===== src/rtl/mmap_pkg.sv =====
package mmap_pkg;

    typedef enum logic [1:0] {
        MODE_SINGLE   = 2'b00,
        MODE_EXPANDED = 2'b01,
        MODE_PERIPH   = 2'b10,
        MODE_RSVD     = 2'b11
    } op_mode_e;

    localparam int NUM_TGT = 7;
    localparam int CNT_W   = 2;

    typedef enum logic [2:0] {
        T_REGS  = 3'd0,
        T_RAM   = 3'd1,
        T_EEP   = 3'd2,
        T_DBG   = 3'd3,
        T_FLASH = 3'd4,
        T_SLOW  = 3'd5,
        T_EXT   = 3'd6,
        T_NONE  = 3'd7
    } tgt_e;

    typedef struct packed {
        logic             flash_en;
        logic             flash_hi;
        logic [CNT_W-1:0] ext_wait;
        logic [CNT_W-1:0] slow_wait;
    } bus_cfg_t;

endpackage


===== src/rtl/mmap_cfg_reg.sv =====
module mmap_cfg_reg
    import mmap_pkg::*;
(
    input  logic     clk,
    input  logic     rst_n,
    input  op_mode_e mode_i,
    input  logic     we_i,
    input  bus_cfg_t wdata_i,
    output bus_cfg_t cfg_o
);

    localparam logic [CNT_W-1:0] WAIT_MAX = {CNT_W{1'b1}};

    // Flash bits take a mode-dependent value, so the reset is synchronous.
    always_ff @(posedge clk) begin
        if (!rst_n) begin
            cfg_o.slow_wait <= WAIT_MAX;
            cfg_o.ext_wait  <= WAIT_MAX;
            cfg_o.flash_en  <= (mode_i == MODE_SINGLE);
            cfg_o.flash_hi  <= (mode_i == MODE_SINGLE);
        end else if (we_i) begin
            cfg_o <= wdata_i;
        end
    end

endmodule


===== src/rtl/mmap_decode.sv =====
module mmap_decode
    import mmap_pkg::*;
#(
    parameter int ADDR_W    = 16,
    parameter int REG_BASE  = 'h0000,
    parameter int REG_SIZE  = 'h0200,
    parameter int RAM_BASE  = 'h0800,
    parameter int RAM_SIZE  = 'h0400,
    parameter int EEP_BASE  = 'h0D00,
    parameter int EEP_SIZE  = 'h0300,
    parameter int DBG_BASE  = 'hFF00,
    parameter int DBG_SIZE  = 'h0100,
    parameter int SLOW_BASE = 'h0200,
    parameter int SLOW_SIZE = 'h0200
) (
    input  logic [ADDR_W-1:0] addr_i,
    input  op_mode_e          mode_i,
    input  logic              dbg_act_i,
    input  bus_cfg_t          cfg_i,
    output tgt_e              tgt_o,
    output logic [CNT_W-1:0]  wait_o
);

    localparam int NUM_WIN = 4;
    localparam int WIN_LO [NUM_WIN] = '{REG_BASE, RAM_BASE, EEP_BASE, DBG_BASE};
    localparam int WIN_HI [NUM_WIN] = '{REG_BASE + REG_SIZE - 1, RAM_BASE + RAM_SIZE - 1,
                                        EEP_BASE + EEP_SIZE - 1, DBG_BASE + DBG_SIZE - 1};
    localparam int SLOW_HI = SLOW_BASE + SLOW_SIZE - 1;

    logic [NUM_WIN-1:0] win_hit;
    logic               flash_hit;
    logic               slow_hit;
    logic               expanded;
    int                 a_int;

    assign a_int    = int'(addr_i);
    assign expanded = (mode_i == MODE_EXPANDED);

    for (genvar w = 0; w < NUM_WIN; w++) begin : g_win
        if (w == int'(T_DBG)) begin : g_gated
            assign win_hit[w] = dbg_act_i && (a_int >= WIN_LO[w]) && (a_int <= WIN_HI[w]);
        end else begin : g_plain
            assign win_hit[w] = (a_int >= WIN_LO[w]) && (a_int <= WIN_HI[w]);
        end
    end

    assign flash_hit = cfg_i.flash_en && (addr_i[ADDR_W-1] == cfg_i.flash_hi);
    assign slow_hit  = (a_int >= SLOW_BASE) && (a_int <= SLOW_HI);

    always_comb begin
        if (win_hit[0])      tgt_o = T_REGS;
        else if (win_hit[1]) tgt_o = T_RAM;
        else if (win_hit[2]) tgt_o = T_EEP;
        else if (win_hit[3]) tgt_o = T_DBG;
        else if (flash_hit)  tgt_o = T_FLASH;
        else if (!expanded)  tgt_o = T_NONE;
        else if (slow_hit)   tgt_o = T_SLOW;
        else                 tgt_o = T_EXT;
    end

    always_comb begin
        unique case (tgt_o)
            T_SLOW:  wait_o = cfg_i.slow_wait;
            T_EXT:   wait_o = cfg_i.ext_wait;
            default: wait_o = '0;
        endcase
    end

endmodule


===== src/rtl/mmap_stretch_fsm.sv =====
module mmap_stretch_fsm
    import mmap_pkg::*;
(
    input  logic               clk,
    input  logic               rst_n,
    input  logic               start_i,
    input  logic [CNT_W-1:0]   wait_i,
    input  tgt_e               tgt_i,
    output logic [NUM_TGT-1:0] sel_o,
    output logic               ready_o,
    output logic               busy_o
);

    typedef enum logic {ST_IDLE, ST_BUSY} st_e;

    st_e              st;
    logic [CNT_W-1:0] cnt;
    tgt_e             tgt_q;

    always_ff @(posedge clk) begin
        if (!rst_n) begin
            st    <= ST_IDLE;
            cnt   <= '0;
            tgt_q <= T_NONE;
        end else begin
            unique case (st)
                ST_IDLE: if (start_i) begin
                    st    <= ST_BUSY;
                    cnt   <= wait_i;
                    tgt_q <= tgt_i;
                end
                ST_BUSY: if (cnt == '0) st <= ST_IDLE;
                         else           cnt <= cnt - 1'b1;
            endcase
        end
    end

    always_comb begin
        busy_o  = (st == ST_BUSY);
        ready_o = !(busy_o && (cnt != '0));
        for (int i = 0; i < NUM_TGT; i++) begin
            sel_o[i] = busy_o && (int'(tgt_q) == i);
        end
    end

endmodule


===== src/rtl/memmap_stretch_ctl.sv =====
module memmap_stretch_ctl
    import mmap_pkg::*;
#(
    parameter int ADDR_W    = 16,
    parameter int REG_BASE  = 'h0000,
    parameter int REG_SIZE  = 'h0200,
    parameter int RAM_BASE  = 'h0800,
    parameter int RAM_SIZE  = 'h0400,
    parameter int EEP_BASE  = 'h0D00,
    parameter int EEP_SIZE  = 'h0300,
    parameter int DBG_BASE  = 'hFF00,
    parameter int DBG_SIZE  = 'h0100,
    parameter int SLOW_BASE = 'h0200,
    parameter int SLOW_SIZE = 'h0200
) (
    input  logic               clk,
    input  logic               rst_n,
    input  logic [1:0]         mode_i,
    input  logic               dbg_act_i,
    input  logic               cfg_we_i,
    input  logic [5:0]         cfg_wdata_i,
    input  logic               acc_req_i,
    input  logic [ADDR_W-1:0]  addr_i,
    output logic [NUM_TGT-1:0] sel_o,
    output logic               ready_o
);

    op_mode_e         mode;
    bus_cfg_t         cfg;
    tgt_e             tgt;
    logic [CNT_W-1:0] wait_n;
    logic             busy;

    assign mode = op_mode_e'(mode_i);

    mmap_cfg_reg u_cfg (
        .clk     (clk),
        .rst_n   (rst_n),
        .mode_i  (mode),
        .we_i    (cfg_we_i),
        .wdata_i (bus_cfg_t'(cfg_wdata_i)),
        .cfg_o   (cfg)
    );

    mmap_decode #(
        .ADDR_W    (ADDR_W),
        .REG_BASE  (REG_BASE),  .REG_SIZE  (REG_SIZE),
        .RAM_BASE  (RAM_BASE),  .RAM_SIZE  (RAM_SIZE),
        .EEP_BASE  (EEP_BASE),  .EEP_SIZE  (EEP_SIZE),
        .DBG_BASE  (DBG_BASE),  .DBG_SIZE  (DBG_SIZE),
        .SLOW_BASE (SLOW_BASE), .SLOW_SIZE (SLOW_SIZE)
    ) u_dec (
        .addr_i    (addr_i),
        .mode_i    (mode),
        .dbg_act_i (dbg_act_i),
        .cfg_i     (cfg),
        .tgt_o     (tgt),
        .wait_o    (wait_n)
    );

    mmap_stretch_fsm u_fsm (
        .clk     (clk),
        .rst_n   (rst_n),
        .start_i (acc_req_i),
        .wait_i  (wait_n),
        .tgt_i   (tgt),
        .sel_o   (sel_o),
        .ready_o (ready_o),
        .busy_o  (busy)
    );

endmodule


===== config.mk =====
export PLATFORM = sky130hd
export DESIGN_NAME = memmap_stretch_ctl
export DESIGN_NICKNAME = d
export VERILOG_FILES = /design/src/rtl/mmap_pkg.sv /design/src/rtl/mmap_cfg_reg.sv /design/src/rtl/mmap_decode.sv /design/src/rtl/mmap_stretch_fsm.sv /design/src/rtl/memmap_stretch_ctl.sv
export SDC_FILE = /design/constraint.sdc
export NUM_CORES = 1
export LEC_CHECK = 0
export BUFFER_PORTS_ARGS = -buffer_cell sky130_fd_sc_hd__buf_2
export CORE_MARGIN = 1
export CORE_UTILIZATION = 35
export DETAILED_ROUTE_END_ITERATION = 10
export GPL_TIMING_DRIVEN = 0
export PLACE_DENSITY = 0.62
export SLEW_MARGIN = 15
export SYNTH_ARGS = -nofsm -noshare
export SYNTH_HDL_FRONTEND = slang
export SYNTH_SLANG_ARGS = --single-unit

===== constraint.sdc =====
create_clock -name clk -period 2.7 [get_ports clk]
set_input_delay 0.135 -clock clk [delete_from_list [all_inputs] [get_ports clk]]
set_output_delay 0.135 -clock clk [all_outputs]
set_load 0.01 [all_outputs]

==> impl_metrics.tcl, run 1 <==
set metrics [dict create \
    outcome "complete, no violations" \
    routabilityCongestion 0.7241 \
    cp-start-kind "flop" \
    grt_pass1_vias 748 \
    rows 16 \
    hp-class "input pin to flop" \
    io_buffer_count 27 \
    antenna_found_initial 0 \
    fin_crit_ns 1.612 \
    required_ns 2.92 \
    slew_violations 0 \
    cts_buffer_depth 2 \
    syn-cell-area_um2 783.3 \
    clock_power_share 0.260 \
    grt_setup_unrepaired "false" \
    p_sw_w 0.0001243 \
    vdd_drop_max_v 0.0002316 \
    cts_tree "done" \
    core_mm2 0.002042 \
    syn_inst 94 \
    setup_tns_ns 0 \
    cts_sinks 12 \
    start_util 0.3836 \
    place_area_um2 952.2 \
    yosysSeqAreaShare 0.3323 \
    synth-main-ff-cell "dfxtp_1" \
    dpl.hpwl_um 1449 \
    synth_edf_count 2 \
    wirelength_um 1767 \
    intPower_w 0.0002973 \
    final_hold_viol_count 0 \
    layout_common_cells "buf_2, nand2_1, dfxtp_1" \
    tightest_slew_ns 0.6012 \
    clkLatencyLatePin_ns 0.27 \
    die_width_um 49.31 \
    cp_max_fo 4 \
    grt_pass1_wl_um 3070 \
    fill_cells 225 \
    avgSynthCellArea_um2 8.332 \
    cts_buffers 3 \
    boundaryPins 37 \
    final_cells 152 \
    power_switching_share 0.2949 \
    grt-ovfl-total 0 \
    synth_cell_types 35 \
    wl_per_cell_um 11.63 \
    diodes 0 \
    finalPower_w 0.0004216 \
    fin_skew_ns 0.001551 \
    fp.dieH_um 49.31 \
    ant_nets 0 \
    cap_violations 0 \
    setup_viol 0 \
    p_comb_frac 0.247 \
    power.leakage_nw 0.4406 \
    root_buffer "clkbuf_4" \
    max_slew_margin 0.5955 \
    critPathKind "flop to flop" \
    power_frac_seq 0.493 \
    clk_pin_slew_ns 0.07 \
    drc_errors 0 \
    cts_max_level 1 \
    endpoint_kind "flop" \
    syn-num-nets 124 \
    drt-initial-drc-count 7 \
    async_flop_share 0 \
    dp_cells 148 \
    crit_arrival_ns 1.83 \
    cts.repair.resized 0 \
    powerDensity_mw_per_mm2 430.9 \
    nets 156 \
    drive_above_1_share 0.3120 \
    grt_usage 0.1635 \
    routed_via_density 5.151 \
    via_count 783 \
    hold_buffers 0 \
    die_area_mm2 0.002431 \
    area_delta_synth_final_pct 24.92 \
    max_freq_mhz 620.2 \
    finalCritPeriodShare 0.5972 \
    whs_ns 0.08192 \
    fin_area_um2 978.4 \
    mostFrequentLayoutCell "buf_2" \
    ys_ff_latch 12 \
    ys_warn_count 0 \
    post-cts-setup-buffers 0 \
    grt_max_degree 11 \
    dr.pass1.iters 4 \
]
## worst max-delay path: stages (launching register included)
cell	delay, ns
edfxtp_1	0.38
xnor2_1	0.24
nand2_1	0.17
a221oi_2	0.30
a21oi_2	0.08
nor3b_1	0.24
o211a_1	0.16
## metal layers
metal | GRT usage | part of all wire | vias up | wire length (µm)
met1 | 0.1925 | 0.47 | 353 | 823
li1 | - | - | 414 | -
met5 | 0 | 0 | - | 0
met3 | 0.04673 | 0.028 | 0 | 49
met2 | 0.2854 | 0.51 | 16 | 894
met4 | 0.04412 | 0 | 0 | 0
## kinds of logic (layout without fill, tap and decap cells)
family,Yosys count,after routing,synth area share
flops,12,12,0.3323
buf+inv,7,38,0.03355
simple gates,45,45,0.2987
compound gates,23,23,0.2444
fa+ha+maj,1,1,0.01597
xor+xnor,1,1,0.01118
mux,5,5,0.06390
## cells in the mapped netlist (2+ instances only)
| cell type | instances | area share |
|---|---|---|
| nor2_1 | 8 | 0.038 |
| nand2_1 | 17 | 0.081 |
| inv_1 | 5 | 0.024 |
| nand2b_1 | 5 | 0.040 |
| dfxtp_1 | 10 | 0.26 |
| mux2i_1 | 5 | 0.064 |
| edfxtp_1 | 2 | 0.077 |
| nor3_1 | 3 | 0.019 |
| a31o_2 | 2 | 0.022 |
| clkbuf_1 | 2 | 0.0096 |
| o211ai_1 | 3 | 0.029 |
| a21oi_1 | 4 | 0.026 |
| o21ai_0 | 4 | 0.026 |
| nand4_1 | 2 | 0.016 |
| o311ai_0 | 2 | 0.022 |
## path summary, 6_finish.rpt
path	to	depth (start not counted)	startpoint	slack, ns
worst max-delay path	u_fsm.cnt[1]	6	u_cfg.cfg_o[4]	1.09
worst min-delay path	u_cfg.cfg_o[2]	3	cfg_wdata_i[2]	0.08
worst max register to register	u_fsm.cnt[1]	6	u_cfg.cfg_o[4]	1.09
worst min register to register	u_cfg.cfg_o[1]	2	u_cfg.cfg_o[1]	0.50
## power by group through the flow
stage          Clock (W)  Sequential, W  Combinational, W
2_1_floorplan          0       0.000209         0.0000691
3_3_place_gp           0       0.000212          0.000101
3_5_place_dp           0       0.000212          0.000105
4_1_cts         0.000116       0.000208          0.000105
5_1_grt         0.000126       0.000210          0.000118
6_report        0.000110       0.000208          0.000104
## sequential cells by signal (all words and copies together) (netlist names)
register / flops
u_fsm.cnt: 2
u_fsm.tgt_q: 3
u_cfg.cfg_o: 6
u_fsm.busy_o: 1
## per-stage QoR
step	worst slack [ns]	utilization
4_1_cts	1.071	0.4792
3_3_place_gp	0.9226	0.4663
5_1_grt	0.9410	0.4792
3_5_place_dp	0.9075	0.4663
6_report	1.088	0.4792
2_1_floorplan	1.160	-
## final cells by class
type                            instances  area, µm²  share of cell area
Multi-Input combinational cell         75      496.7              0.5077
Sequential cell                        12      260.3              0.2660
Timing Repair Buffer                   27      135.1              0.1381
Tap cell                               27      33.78             0.03453
Clock buffer                            3      22.52             0.02302
Inverter                                5      18.77             0.01918
Buffer                                  2      7.507            0.007673
Clock inverter                          1      3.754            0.003836
No activity file was read; power rests on OpenSTA's default activity.
==> run 2, diff against run 1 <==
- clock period: 2.7 -> 1.5 ns (I/O delays scaled with it)
==> impl_metrics.tcl, run 2 (same netlist as run 1, synthesis figures left out) <==
set metrics [dict create \
    hp-class "input pin to flop" \
    antenna_found_initial 0 \
    grt_max_degree 11 \
    regMostFlops "u_cfg.cfg_o" \
    cts_max_level 1 \
    fp.dieH_um 49.31 \
    max_slew_margin 0.5869 \
    intPower_w 0.0005430 \
    cts_buffers 3 \
    grt_usage 0.1713 \
    rows 16 \
    finalPower_w 0.0007746 \
    whs_path_depth 3 \
    fin_ws_ns -0.01563 \
    area_delta_synth_final_pct 27.80 \
    root_buffer "clkbuf_4" \
    hp-start "cfg_wdata_i[2]" \
    grt_pass1_vias 752 \
    diodes 0 \
    largestRegisters "u_cfg.cfg_o: 6 flops, u_fsm.tgt_q: 3 flops, u_fsm.cnt: 2 flops" \
    dp_cells 148 \
    nets 157 \
    min_to "u_cfg.cfg_o[2]" \
    grt_pass1_wl_um 3222 \
    largest_reg_flops 6 \
    setup_viol 1 \
    clkLatencyLatePin_ns 0.27 \
    power_frac_seq 0.485 \
    p_comb_frac 0.259 \
    tightest_slew_ns 0.6140 \
    cp-start-kind "flop" \
    final_core_util 0.4902 \
    r2r_setup_slack_ns -0.02 \
    cts_tree "done" \
    boundaryPins 37 \
    core_mm2 0.002042 \
    die_width_um 49.31 \
    vdd_drop_max_v 0.0004214 \
    drive_above_1_share 0.3413 \
    outcome "complete, but fails checks" \
    dpl.hpwl_um 1449 \
    grt-ovfl-total 0 \
    mostFrequentLayoutCell "buf_2" \
    routabilityCongestion 0.7241 \
    use_met1 0.1943 \
    slew_violations 0 \
    start_util 0.3836 \
    ant_nets 0 \
    layout_common_cells "buf_2, nand2_1, dfxtp_1" \
    crit_arrival_ns 1.71 \
    cts_buffer_depth 2 \
    final_cells 153 \
    grt_setup_unrepaired "true" \
    critPathKind "flop to flop" \
    via_count 797 \
    rr_startpoint "u_cfg.cfg_o[4]" \
    failed_checks "negative setup slack" \
    endpoint_kind "flop" \
    clk_pin_slew_ns 0.07 \
    power.leakage_nw 0.4533 \
    grt_busiest_layer "met2" \
    wirelength_um 1855 \
    fin_crit_ns 1.516 \
    finalCritPeriodShare 1.010 \
    die_area_mm2 0.002431 \
    rr_endpoint "u_fsm.cnt[0]" \
    clock_power_share 0.256 \
    grt.met2_usage 0.3105 \
    drc_errors 0 \
    reg2reg_depth 6 \
    final_hold_viol_count 0 \
    wl_per_cell_um 12.12 \
    powerDensity_mw_per_mm2 773.9 \
    max_freq_mhz 659.8 \
    p_sw_w 0.0002316 \
    io_buffer_count 27 \
    routed_via_density 5.209 \
    dr.pass1.iters 4 \
    required_ns 1.70 \
    fin_skew_ns 0.001366 \
    met3_usage 0.04673 \
    cts_sinks 12 \
    drt-initial-drc-count 23 \
    cap_violations 0 \
    power_switching_share 0.2990 \
    cp_max_fo 3 \
]
[run 2: cell types whose count changed in the layout (fill, tap and decap cells not counted)]
cell,before,now
nand2_2,0,1
nand2_1,17,16
xnor2_1,1,0
nor3b_1,1,0
xnor2_2,0,1
nor3b_2,0,1
buf_4,0,1
[run 2: layout make-up]
type,instances,area [µm²]
plain buffers,2,7.507
clock buffers,3,22.52
clock inverters,1,3.754
fillers,224,1041
inverters,5,18.77
multi-input cells,75,511.7
flip-flops and latches,12,260.3
well taps,27,33.78
repair buffers,28,142.6
[run 2: layer usage]
layer  up-vias  part of all wire
met3         0             0.044
met2        22              0.51
li1        415                 -
met4         0                 0
met5         -                 0
met1       360              0.45
[run 2: stage by stage]
step	setup slack, ns	area, µm²	hold slack, ns	setup TNS (ns)
5_1_grt	-0.08940	1001	0.01666	-0.1727
3_5_place_dp	-0.2325	952.2	0.2986	-0.4967
6_report	-0.01563	1001	0.01928	-0.01563
3_3_place_gp	-0.2174	952.2	0.2883	-0.4128
4_1_cts	-0.01386	1001	0.008210	-0.01906
2_1_floorplan	0.02006	783.3	0.2034	0
[run 2: power by group through the flow]
| stage | combinational [W] | clock [W] | sequential (W) |
|---|---|---|---|
| finish | 0.000201 | 0.000198 | 0.000376 |
| global route | 0.000225 | 0.000227 | 0.000380 |
| CTS | 0.000200 | 0.000208 | 0.000376 |
| detailed placement | 0.000189 | 0 | 0.000382 |
| global placement | 0.000182 | 0 | 0.000381 |
| floorplan | 0.000124 | 0 | 0.000376 |
[run 2: what timing repair did]
item	4_1_cts	5_1_grt
setup endpoints to repair	3	4
hold buffers	0	0
pin swaps	4	1
hold endpoints to repair	0	0
gates resized for setup	3	0
setup buffers	1	0
[run 2: worst max-delay path: stages (launching register included)]
cell	delay, ns
edfxtp_1	0.41
xnor2_2	0.21
nand2_2	0.11
a221oi_2	0.26
a21oi_2	0.09
nand4b_1	0.21
a31oi_1	0.15
[run 2: worst max path at each step]
stage          depth (start not counted)  slack [ns]            to      startpoint
2_1_floorplan                          6        0.02  u_fsm.cnt[1]      addr_i[15]
3_5_place_dp                           7       -0.23  u_fsm.cnt[1]      addr_i[15]
4_1_cts                                6       -0.01  u_fsm.cnt[0]  u_cfg.cfg_o[4]
6_report                               6       -0.02  u_fsm.cnt[0]  u_cfg.cfg_o[4]
3_3_place_gp                           7       -0.22  u_fsm.cnt[1]      addr_i[15]
5_1_grt                                6       -0.09  u_fsm.cnt[0]  u_cfg.cfg_o[4]
